--- src/rtl/srl_pkg.sv ---
package srl_pkg;

   // Total age order: smaller age is older, equal ages fall back to lower index.
   function automatic logic is_older(input int unsigned a_age, input int a_idx,
                                     input int unsigned b_age, input int b_idx);
      return (a_age < b_age) || ((a_age == b_age) && (a_idx < b_idx));
   endfunction

endpackage

--- src/rtl/srl_entry.sv ---
module srl_entry #(
   parameter int REG_W    = 5,
   parameter int DATA_W   = 32,
   parameter int N_SHADOW = 4,
   parameter int AGE_W    = 4
) (
   input  logic                clk,
   input  logic                rst_n,
   input  logic                cap_valid,
   input  logic [REG_W-1:0]    cap_reg,
   input  logic [DATA_W-1:0]   cap_data,
   input  logic [N_SHADOW-1:0] cap_shadow,
   input  logic [AGE_W-1:0]    cap_age,
   input  logic [N_SHADOW-1:0] shd_release,
   input  logic [N_SHADOW-1:0] shd_cancel,
   input  logic                grant,
   output logic                valid,
   output logic [N_SHADOW-1:0] mask,
   output logic [REG_W-1:0]    dst_reg,
   output logic [DATA_W-1:0]   data,
   output logic [AGE_W-1:0]    age
);

   logic held_killed;
   logic cap_killed;
   logic take;

   assign held_killed = |(mask & shd_cancel);
   assign cap_killed  = |(cap_shadow & shd_cancel);
   assign take        = !valid && cap_valid && !cap_killed;

   always_ff @(posedge clk or negedge rst_n) begin
      if (!rst_n) begin
         valid   <= 1'b0;
         mask    <= '0;
         dst_reg <= '0;
         data    <= '0;
         age     <= '0;
      end else if (valid) begin
         if (held_killed || grant) begin
            valid <= 1'b0;
            mask  <= '0;
         end else begin
            mask <= mask & ~shd_release;
         end
      end else if (take) begin
         valid   <= 1'b1;
         mask    <= cap_shadow & ~shd_release;
         dst_reg <= cap_reg;
         data    <= cap_data;
         age     <= cap_age;
      end
   end

endmodule

--- src/rtl/srl_arbiter.sv ---
module srl_arbiter #(
   parameter int N_LATCH   = 4,
   parameter int N_SHADOW  = 4,
   parameter int REG_W     = 5,
   parameter int DATA_W    = 32,
   parameter int AGE_W     = 4,
   parameter int N_WR_PORT = 2
) (
   input  logic [N_LATCH-1:0]               valid,
   input  logic [N_LATCH-1:0][N_SHADOW-1:0] mask,
   input  logic [N_LATCH-1:0][REG_W-1:0]    dst_reg,
   input  logic [N_LATCH-1:0][DATA_W-1:0]   data,
   input  logic [N_LATCH-1:0][AGE_W-1:0]    age,
   output logic [N_LATCH-1:0]               grant,
   output logic [N_WR_PORT-1:0]             wr_en,
   output logic [N_WR_PORT-1:0][REG_W-1:0]  wr_reg,
   output logic [N_WR_PORT-1:0][DATA_W-1:0] wr_data
);
   import srl_pkg::*;

   logic [N_LATCH-1:0] blocked;
   logic [N_LATCH-1:0] eligible;

   // A latch waits while an older busy latch holds the same destination.
   always_comb begin
      blocked = '0;
      for (int i = 0; i < N_LATCH; i++) begin
         for (int j = 0; j < N_LATCH; j++) begin
            if (j != i && valid[j] && (dst_reg[j] == dst_reg[i]) &&
                is_older(int'(unsigned'(age[j])), j, int'(unsigned'(age[i])), i))
               blocked[i] = 1'b1;
         end
      end
   end

   always_comb begin
      for (int i = 0; i < N_LATCH; i++)
         eligible[i] = valid[i] && (mask[i] == '0) && !blocked[i];
   end

   // Ports pick in turn, each taking the oldest latch not yet granted.
   always_comb begin
      logic [N_LATCH-1:0] taken;
      taken   = '0;
      wr_en   = '0;
      wr_reg  = '0;
      wr_data = '0;
      for (int p = 0; p < N_WR_PORT; p++) begin
         logic found;
         int   best;
         found = 1'b0;
         best  = 0;
         for (int i = 0; i < N_LATCH; i++) begin
            if (eligible[i] && !taken[i]) begin
               if (!found || is_older(int'(unsigned'(age[i])), i,
                                      int'(unsigned'(age[best])), best)) begin
                  found = 1'b1;
                  best  = i;
               end
            end
         end
         if (found) begin
            taken[best] = 1'b1;
            wr_en[p]    = 1'b1;
            wr_reg[p]   = dst_reg[best];
            wr_data[p]  = data[best];
         end
      end
      grant = taken;
   end

endmodule

--- src/rtl/srl_fwd.sv ---
module srl_fwd #(
   parameter int N_LATCH    = 4,
   parameter int REG_W      = 5,
   parameter int DATA_W     = 32,
   parameter int N_FWD_PORT = 2,
   localparam int TAG_W     = $clog2(N_LATCH)
) (
   input  logic [N_LATCH-1:0]                valid,
   input  logic [N_LATCH-1:0][REG_W-1:0]     dst_reg,
   input  logic [N_LATCH-1:0][DATA_W-1:0]    data,
   input  logic [N_FWD_PORT-1:0][TAG_W-1:0]  fwd_tag,
   input  logic [N_FWD_PORT-1:0][REG_W-1:0]  fwd_reg,
   output logic [N_FWD_PORT-1:0]             fwd_hit,
   output logic [N_FWD_PORT-1:0][DATA_W-1:0] fwd_data
);

   for (genvar k = 0; k < N_FWD_PORT; k++) begin : g_port
      logic in_range;
      logic match;
      if ((1 << TAG_W) == N_LATCH) begin : g_pow2
         assign in_range = 1'b1;
      end else begin : g_npow2
         assign in_range = (int'(unsigned'(fwd_tag[k])) < N_LATCH);
      end
      assign match = in_range && valid[fwd_tag[k]] &&
                     (dst_reg[fwd_tag[k]] == fwd_reg[k]);
      assign fwd_hit[k]  = match;
      assign fwd_data[k] = match ? data[fwd_tag[k]] : '0;
   end

endmodule

--- src/rtl/shadow_result_latch.sv ---
module shadow_result_latch #(
   parameter int N_LATCH    = 4,
   parameter int N_ARCH_REG = 32,
   parameter int DATA_W     = 32,
   parameter int N_SHADOW   = 4,
   parameter int AGE_W      = 4,
   parameter int N_WR_PORT  = 2,
   parameter int N_FWD_PORT = 2,
   localparam int REG_W     = $clog2(N_ARCH_REG),
   localparam int TAG_W     = $clog2(N_LATCH)
) (
   input  logic                                  clk,
   input  logic                                  rst_n,
   input  logic [N_LATCH-1:0]                    cap_valid,
   input  logic [N_LATCH-1:0][REG_W-1:0]         cap_reg,
   input  logic [N_LATCH-1:0][DATA_W-1:0]        cap_data,
   input  logic [N_LATCH-1:0][N_SHADOW-1:0]      cap_shadow,
   input  logic [N_LATCH-1:0][AGE_W-1:0]         cap_age,
   input  logic [N_SHADOW-1:0]                   shd_release,
   input  logic [N_SHADOW-1:0]                   shd_cancel,
   input  logic [N_FWD_PORT-1:0][TAG_W-1:0]      fwd_tag,
   input  logic [N_FWD_PORT-1:0][REG_W-1:0]      fwd_reg,
   output logic [N_FWD_PORT-1:0]                 fwd_hit,
   output logic [N_FWD_PORT-1:0][DATA_W-1:0]     fwd_data,
   output logic [N_WR_PORT-1:0]                  wr_en,
   output logic [N_WR_PORT-1:0][REG_W-1:0]       wr_reg,
   output logic [N_WR_PORT-1:0][DATA_W-1:0]      wr_data,
   output logic [N_LATCH-1:0]                    finish,
   output logic [N_LATCH-1:0]                    busy
);

   if (N_LATCH < 2)                           $error("N_LATCH must be at least 2");
   if (N_ARCH_REG < 2)                        $error("N_ARCH_REG must be at least 2");
   if (N_SHADOW < 1)                          $error("N_SHADOW must be at least 1");
   if (N_WR_PORT < 1 || N_WR_PORT > N_LATCH)  $error("N_WR_PORT out of range");
   if (N_FWD_PORT < 1)                        $error("N_FWD_PORT must be at least 1");
   if (AGE_W < 1 || AGE_W > 31)               $error("AGE_W out of range");

   logic [N_LATCH-1:0]               ent_valid;
   logic [N_LATCH-1:0][N_SHADOW-1:0] ent_mask;
   logic [N_LATCH-1:0][REG_W-1:0]    ent_reg;
   logic [N_LATCH-1:0][DATA_W-1:0]   ent_data;
   logic [N_LATCH-1:0][AGE_W-1:0]    ent_age;
   logic [N_LATCH-1:0]               ent_grant;

   for (genvar i = 0; i < N_LATCH; i++) begin : g_entry
      srl_entry #(
         .REG_W   (REG_W),
         .DATA_W  (DATA_W),
         .N_SHADOW(N_SHADOW),
         .AGE_W   (AGE_W)
      ) u_entry (
         .clk        (clk),
         .rst_n      (rst_n),
         .cap_valid  (cap_valid[i]),
         .cap_reg    (cap_reg[i]),
         .cap_data   (cap_data[i]),
         .cap_shadow (cap_shadow[i]),
         .cap_age    (cap_age[i]),
         .shd_release(shd_release),
         .shd_cancel (shd_cancel),
         .grant      (ent_grant[i]),
         .valid      (ent_valid[i]),
         .mask       (ent_mask[i]),
         .dst_reg    (ent_reg[i]),
         .data       (ent_data[i]),
         .age        (ent_age[i])
      );
   end

   srl_arbiter #(
      .N_LATCH  (N_LATCH),
      .N_SHADOW (N_SHADOW),
      .REG_W    (REG_W),
      .DATA_W   (DATA_W),
      .AGE_W    (AGE_W),
      .N_WR_PORT(N_WR_PORT)
   ) u_arb (
      .valid  (ent_valid),
      .mask   (ent_mask),
      .dst_reg(ent_reg),
      .data   (ent_data),
      .age    (ent_age),
      .grant  (ent_grant),
      .wr_en  (wr_en),
      .wr_reg (wr_reg),
      .wr_data(wr_data)
   );

   srl_fwd #(
      .N_LATCH   (N_LATCH),
      .REG_W     (REG_W),
      .DATA_W    (DATA_W),
      .N_FWD_PORT(N_FWD_PORT)
   ) u_fwd (
      .valid   (ent_valid),
      .dst_reg (ent_reg),
      .data    (ent_data),
      .fwd_tag (fwd_tag),
      .fwd_reg (fwd_reg),
      .fwd_hit (fwd_hit),
      .fwd_data(fwd_data)
   );

   assign finish = ent_grant;
   assign busy   = ent_valid;

endmodule

--- config.mk ---
export PLATFORM = sky130hd
export DESIGN_NAME = shadow_result_latch
export DESIGN_NICKNAME = d
export VERILOG_FILES = /design/src/rtl/srl_pkg.sv /design/src/rtl/srl_entry.sv /design/src/rtl/srl_arbiter.sv /design/src/rtl/srl_fwd.sv /design/src/rtl/shadow_result_latch.sv
export SDC_FILE = /design/constraint.sdc
export NUM_CORES = 1
export LEC_CHECK = 0
export BUFFER_PORTS_ARGS = -buffer_cell sky130_fd_sc_hd__buf_2
export CAP_MARGIN = 20
export CORE_AREA = 5 5 185 223
export CTS_CLUSTER_SIZE = 14
export DETAILED_ROUTE_END_ITERATION = 7
export DIE_AREA = 0 0 190 228
export PLACE_DENSITY_LB_ADDON = 0.15
export SETUP_SLACK_MARGIN = 0.02
export SYNTH_ARGS = -nofsm -noshare
export SYNTH_HDL_FRONTEND = slang
export SYNTH_HIERARCHICAL = 1
export SYNTH_SLANG_ARGS = --single-unit
--- constraint.sdc ---
create_clock -name clk -period 12 [get_ports clk]
set_input_delay 2.4 -clock clk [delete_from_list [all_inputs] [get_ports clk]]
set_output_delay 2.4 -clock clk [all_outputs]
set_load 0.05 [all_outputs]
==> flow_results.org <==
** STA
- Setup violations remaining at the end of the flow were counted as 0.
- The hold violation total from the final report came to 0.
- Slew at the pin closest to its max-slew limit :: 1.120 ns
- Rel. slew slack :: 25.36%
- Final critical path time including I/O delays and setup :: 11.42 ns
- Final total negative setup slack :: 0 ns
- The final critical path takes up 95.19% of the cycle.
- Setup repair after global routing missed its margin :: no
- Timing would allow up to 87.54 MHz.
- Between clock sinks in the finished design, the worst skew comes to 0.01869 ns.
- Max Transition Viols Final :: 0

** Global route
- The first global-routing pass estimated 91.11 mm of wire.
- Total global routing track utilization :: 27.72%
- Global route total overflow :: 0
- The number of antenna violations at the first check in global routing was 8.
- Vias in the first global route :: 14,276
- Entering global routing, the biggest net connects 73 pins.

** Place
- After legalization and detailed placement, the total HPWL measured 40.95 mm.
- Area of placed instances :: 17,740 um^2
- Input and output buffers added on the ports amount to 357.
- Placer congestion estimate :: 0.9166

** Detailed routing
- Number of antenna-violating nets in the routed design :: 0
- Initial DRT Pass Iterations :: 7
- Dividing the detail-routed wire length by the instance count gives 26.30 um.
- Routed wire length :: 61.86 mm
- Post-route DRC violation count :: 0
- Using the TritonRoute via totals, the vias-per-cell ratio works out to 5.955.
- Iteration-0 DRC count of the detailed router :: 1,185
- Vias after detailed routing :: 14,006

** Floorplan
- Initial Util :: 40.67%
- The die is 228 um tall.
- In this run the count of I/O pins placed on the die edge is 358.
- Core area :: 38,650 um^2
- Measured along the x axis, the die boundary spans 190 um.
- Full die area :: 43,320 um^2
- After floorplanning, the core was divided into 79 placement rows.

** CTS
- TritonCTS built the clock tree.
- For this design, the sink count on the clock tree is 184.
- Clock input transition at the sequential cells of the worst setup and hold paths :: 0.07 ns
- The H-tree was split into 4 levels.
- Total CTS buffers :: 17
- No sink is reached through more buffers than the 2 on the longest clock path.
- CTS Root Cell :: sky130_fd_sc_hd__clkbuf_16
- Clock insertion delay at the later pin of the skew report :: 0.47 ns

** Critical path
- Delay of the slowest critical-path stage :: 0.40 ns
- The worst setup path is launched from a flip-flop.
- The worst setup path is captured at an output pin.
- Data arrival time of the worst path :: 9.02 ns
- At the worst endpoint, the required time is 9.60 ns.
- Along the worst path, the maximum fanout reaches 48.
- Worst path buffer plus inverter count :: 5
- The critical path in this run is classified as reg2out.
- Grouping stages by cell kind, the critical path spends the most delay in compound AO/OA/AOI/OAI gates.
- On the critical path, the stage with the largest delay is an instance of sky130_fd_sc_hd__a211o_2.

** Min path
- The worst hold path belongs to the class reg2reg.

** Logic synthesis
- Sequential elements use 29.29% of the synthesized area.
- Synth Area per Inst :: 10.52 um^2
- Synthesis produced a netlist with a net count of 1,738.
- Yosys instantiated no cell more often than sky130_fd_sc_hd__dfrtp_1.
- Commonest cells post-synth :: 184 x sky130_fd_sc_hd__dfrtp_1, 175 x sky130_fd_sc_hd__nor2_1, 140 x sky130_fd_sc_hd__mux2_4, 90 x sky130_fd_sc_hd__a21oi_1, 77 x sky130_fd_sc_hd__nand2_1
- Number of distinct library cell variants in the gate-level netlist after synthesis :: 80
- Synth area leader :: sky130_fd_sc_hd__dfrtp_1
- Most area-consuming cells after synthesis :: sky130_fd_sc_hd__dfrtp_1 29%, sky130_fd_sc_hd__mux2_4 13%, sky130_fd_sc_hd__mux4_2 9.7%, sky130_fd_sc_hd__nor3b_2 4.6%, sky130_fd_sc_hd__nor2_1 4.2%
- Top flip-flop cell by instance count after synthesis :: sky130_fd_sc_hd__dfrtp_1
- Netlist area before placement :: 15,720 um^2
- Post-synth EDFFs :: 0
- In the synthesized netlist the async set-or-reset flop fraction comes to 100.0%.
- Number of synthesis warnings :: 6
- After synthesis, the largest area contributor takes up 29.29% of total cell area.
- Synthesis-stage register bit count :: 184
- Synthesis produced a netlist whose cell count is 1,494.

** Status
- Status :: completed

** Cells and area
- Cells with a size suffix above 1 make up 44.11% of the layout.
- In the final layout, the multi-input gates occupy 10,190 um^2.
- The register with the most flip-flops in the layout has 128 of them.
- Final net count :: 2,051
- Relative to the synthesized area, the layout overhead comes to 17.95%.
- The layout has 3,725 filler cells.
- Summing all flip-flop and latch instances after layout gives 4606 um^2.
- Post-route cell area :: 18,540 um^2

** Run
- Number of max-cap violations :: 0
-- worst paths after layout --
kind | cells after the start | start | endpoint | slack, ns
setup / recovery | 44 | g_entry[2].u_entry/age[2]$_DFFE_PN0P_ | wr_data[50] | 0.58
hold reg to reg | 1 | g_entry[3].u_entry/data[24]$_DFFE_PN0P_ | g_entry[3].u_entry/data[24]$_DFFE_PN0P_ | 0.58
setup reg to reg | 44 | g_entry[2].u_entry/age[2]$_DFFE_PN0P_ | g_entry[0].u_entry/mask[0]$_DFFE_PN0P_ | 3.11
min in group asynchronous | 1 | rst_n | g_entry[1].u_entry/age[2]$_DFFE_PN0P_ | 1.92
hold / removal | 1 | g_entry[3].u_entry/data[24]$_DFFE_PN0P_ | g_entry[3].u_entry/data[24]$_DFFE_PN0P_ | 0.58
max in group asynchronous | 2 | rst_n | g_entry[3].u_entry/dst_reg[4]$_DFFE_PN0P_ | 8.59
-- logic make-up after synthesis --
| group | synth area share [%] |
|---|---|
| multiplexers | 26.58 |
| flip-flops | 29.29 |
| buffers and inverters | 6.678 |
| adder cells (fa/ha/maj) | 2.866 |
| AO/OA/AOI/OAI | 13.81 |
| AND/OR/NAND/NOR | 18.66 |
| XOR/XNOR | 2.117 |
-- cell usage in the layout (no fill, tap or decap), types with 51 or more instances in the layout --
cell type	synthesis	routed
sky130_fd_sc_hd__o21ai_0	63	60
sky130_fd_sc_hd__buf_4	4	60
sky130_fd_sc_hd__dfrtp_1	184	183
sky130_fd_sc_hd__a21oi_1	90	81
sky130_fd_sc_hd__buf_2	28	336
sky130_fd_sc_hd__mux2_4	140	140
sky130_fd_sc_hd__nor3b_2	58	58
sky130_fd_sc_hd__inv_1	51	51
sky130_fd_sc_hd__mux4_2	68	68
sky130_fd_sc_hd__nand2_1	77	77
sky130_fd_sc_hd__nor2_1	175	174
-- what timing repair did --
| action | in CTS | in global routing |
|---|---|---|
| hold endpoints to repair | 0 | 0 |
| gates resized for setup | 2 | 49 |
| hold buffers | 0 | 0 |
| pin swaps | 0 | 4 |
| buffers inserted | 2 | 6 |
| endpoints found under the setup margin | 10 | 41 |
-- per-layer routing --
layer	GRT usage [%]	wire [um]	up-vias
met5	0	0	-
met4	11.01	2287	0
met3	5.225	4589	135
met2	47.33	30890	711
met1	34.55	24100	6969
li1	-	-	6191
-- through the flow --
step	hold WS, ns	util, %	cells	setup WS, ns
6_report	0.5788	47.97	2352	0.5771
5_1_grt	0.6020	47.95	2348	0.09543
4_1_cts	0.5824	47.49	2338	0.02502
3_5_place_dp	0.5617	45.91	2306	0.4177
3_3_place_gp	0.5534	45.91	2306	0.4839
2_1_floorplan	0.5046	-	1494	0.2966
-- layout make-up --
type,count,area share (%)
inverter,52,1.053
clock inverter,8,0.6614
timing repair buffer,410,12.32
antenna,8,0.1080
multi-input combinational,1142,54.97
clock buffer,22,2.504
sequential,184,24.84
tap,526,3.550
Power is not shown: default switching activity piles up to over one toggle a cycle in this logic, so the estimate is an artifact.
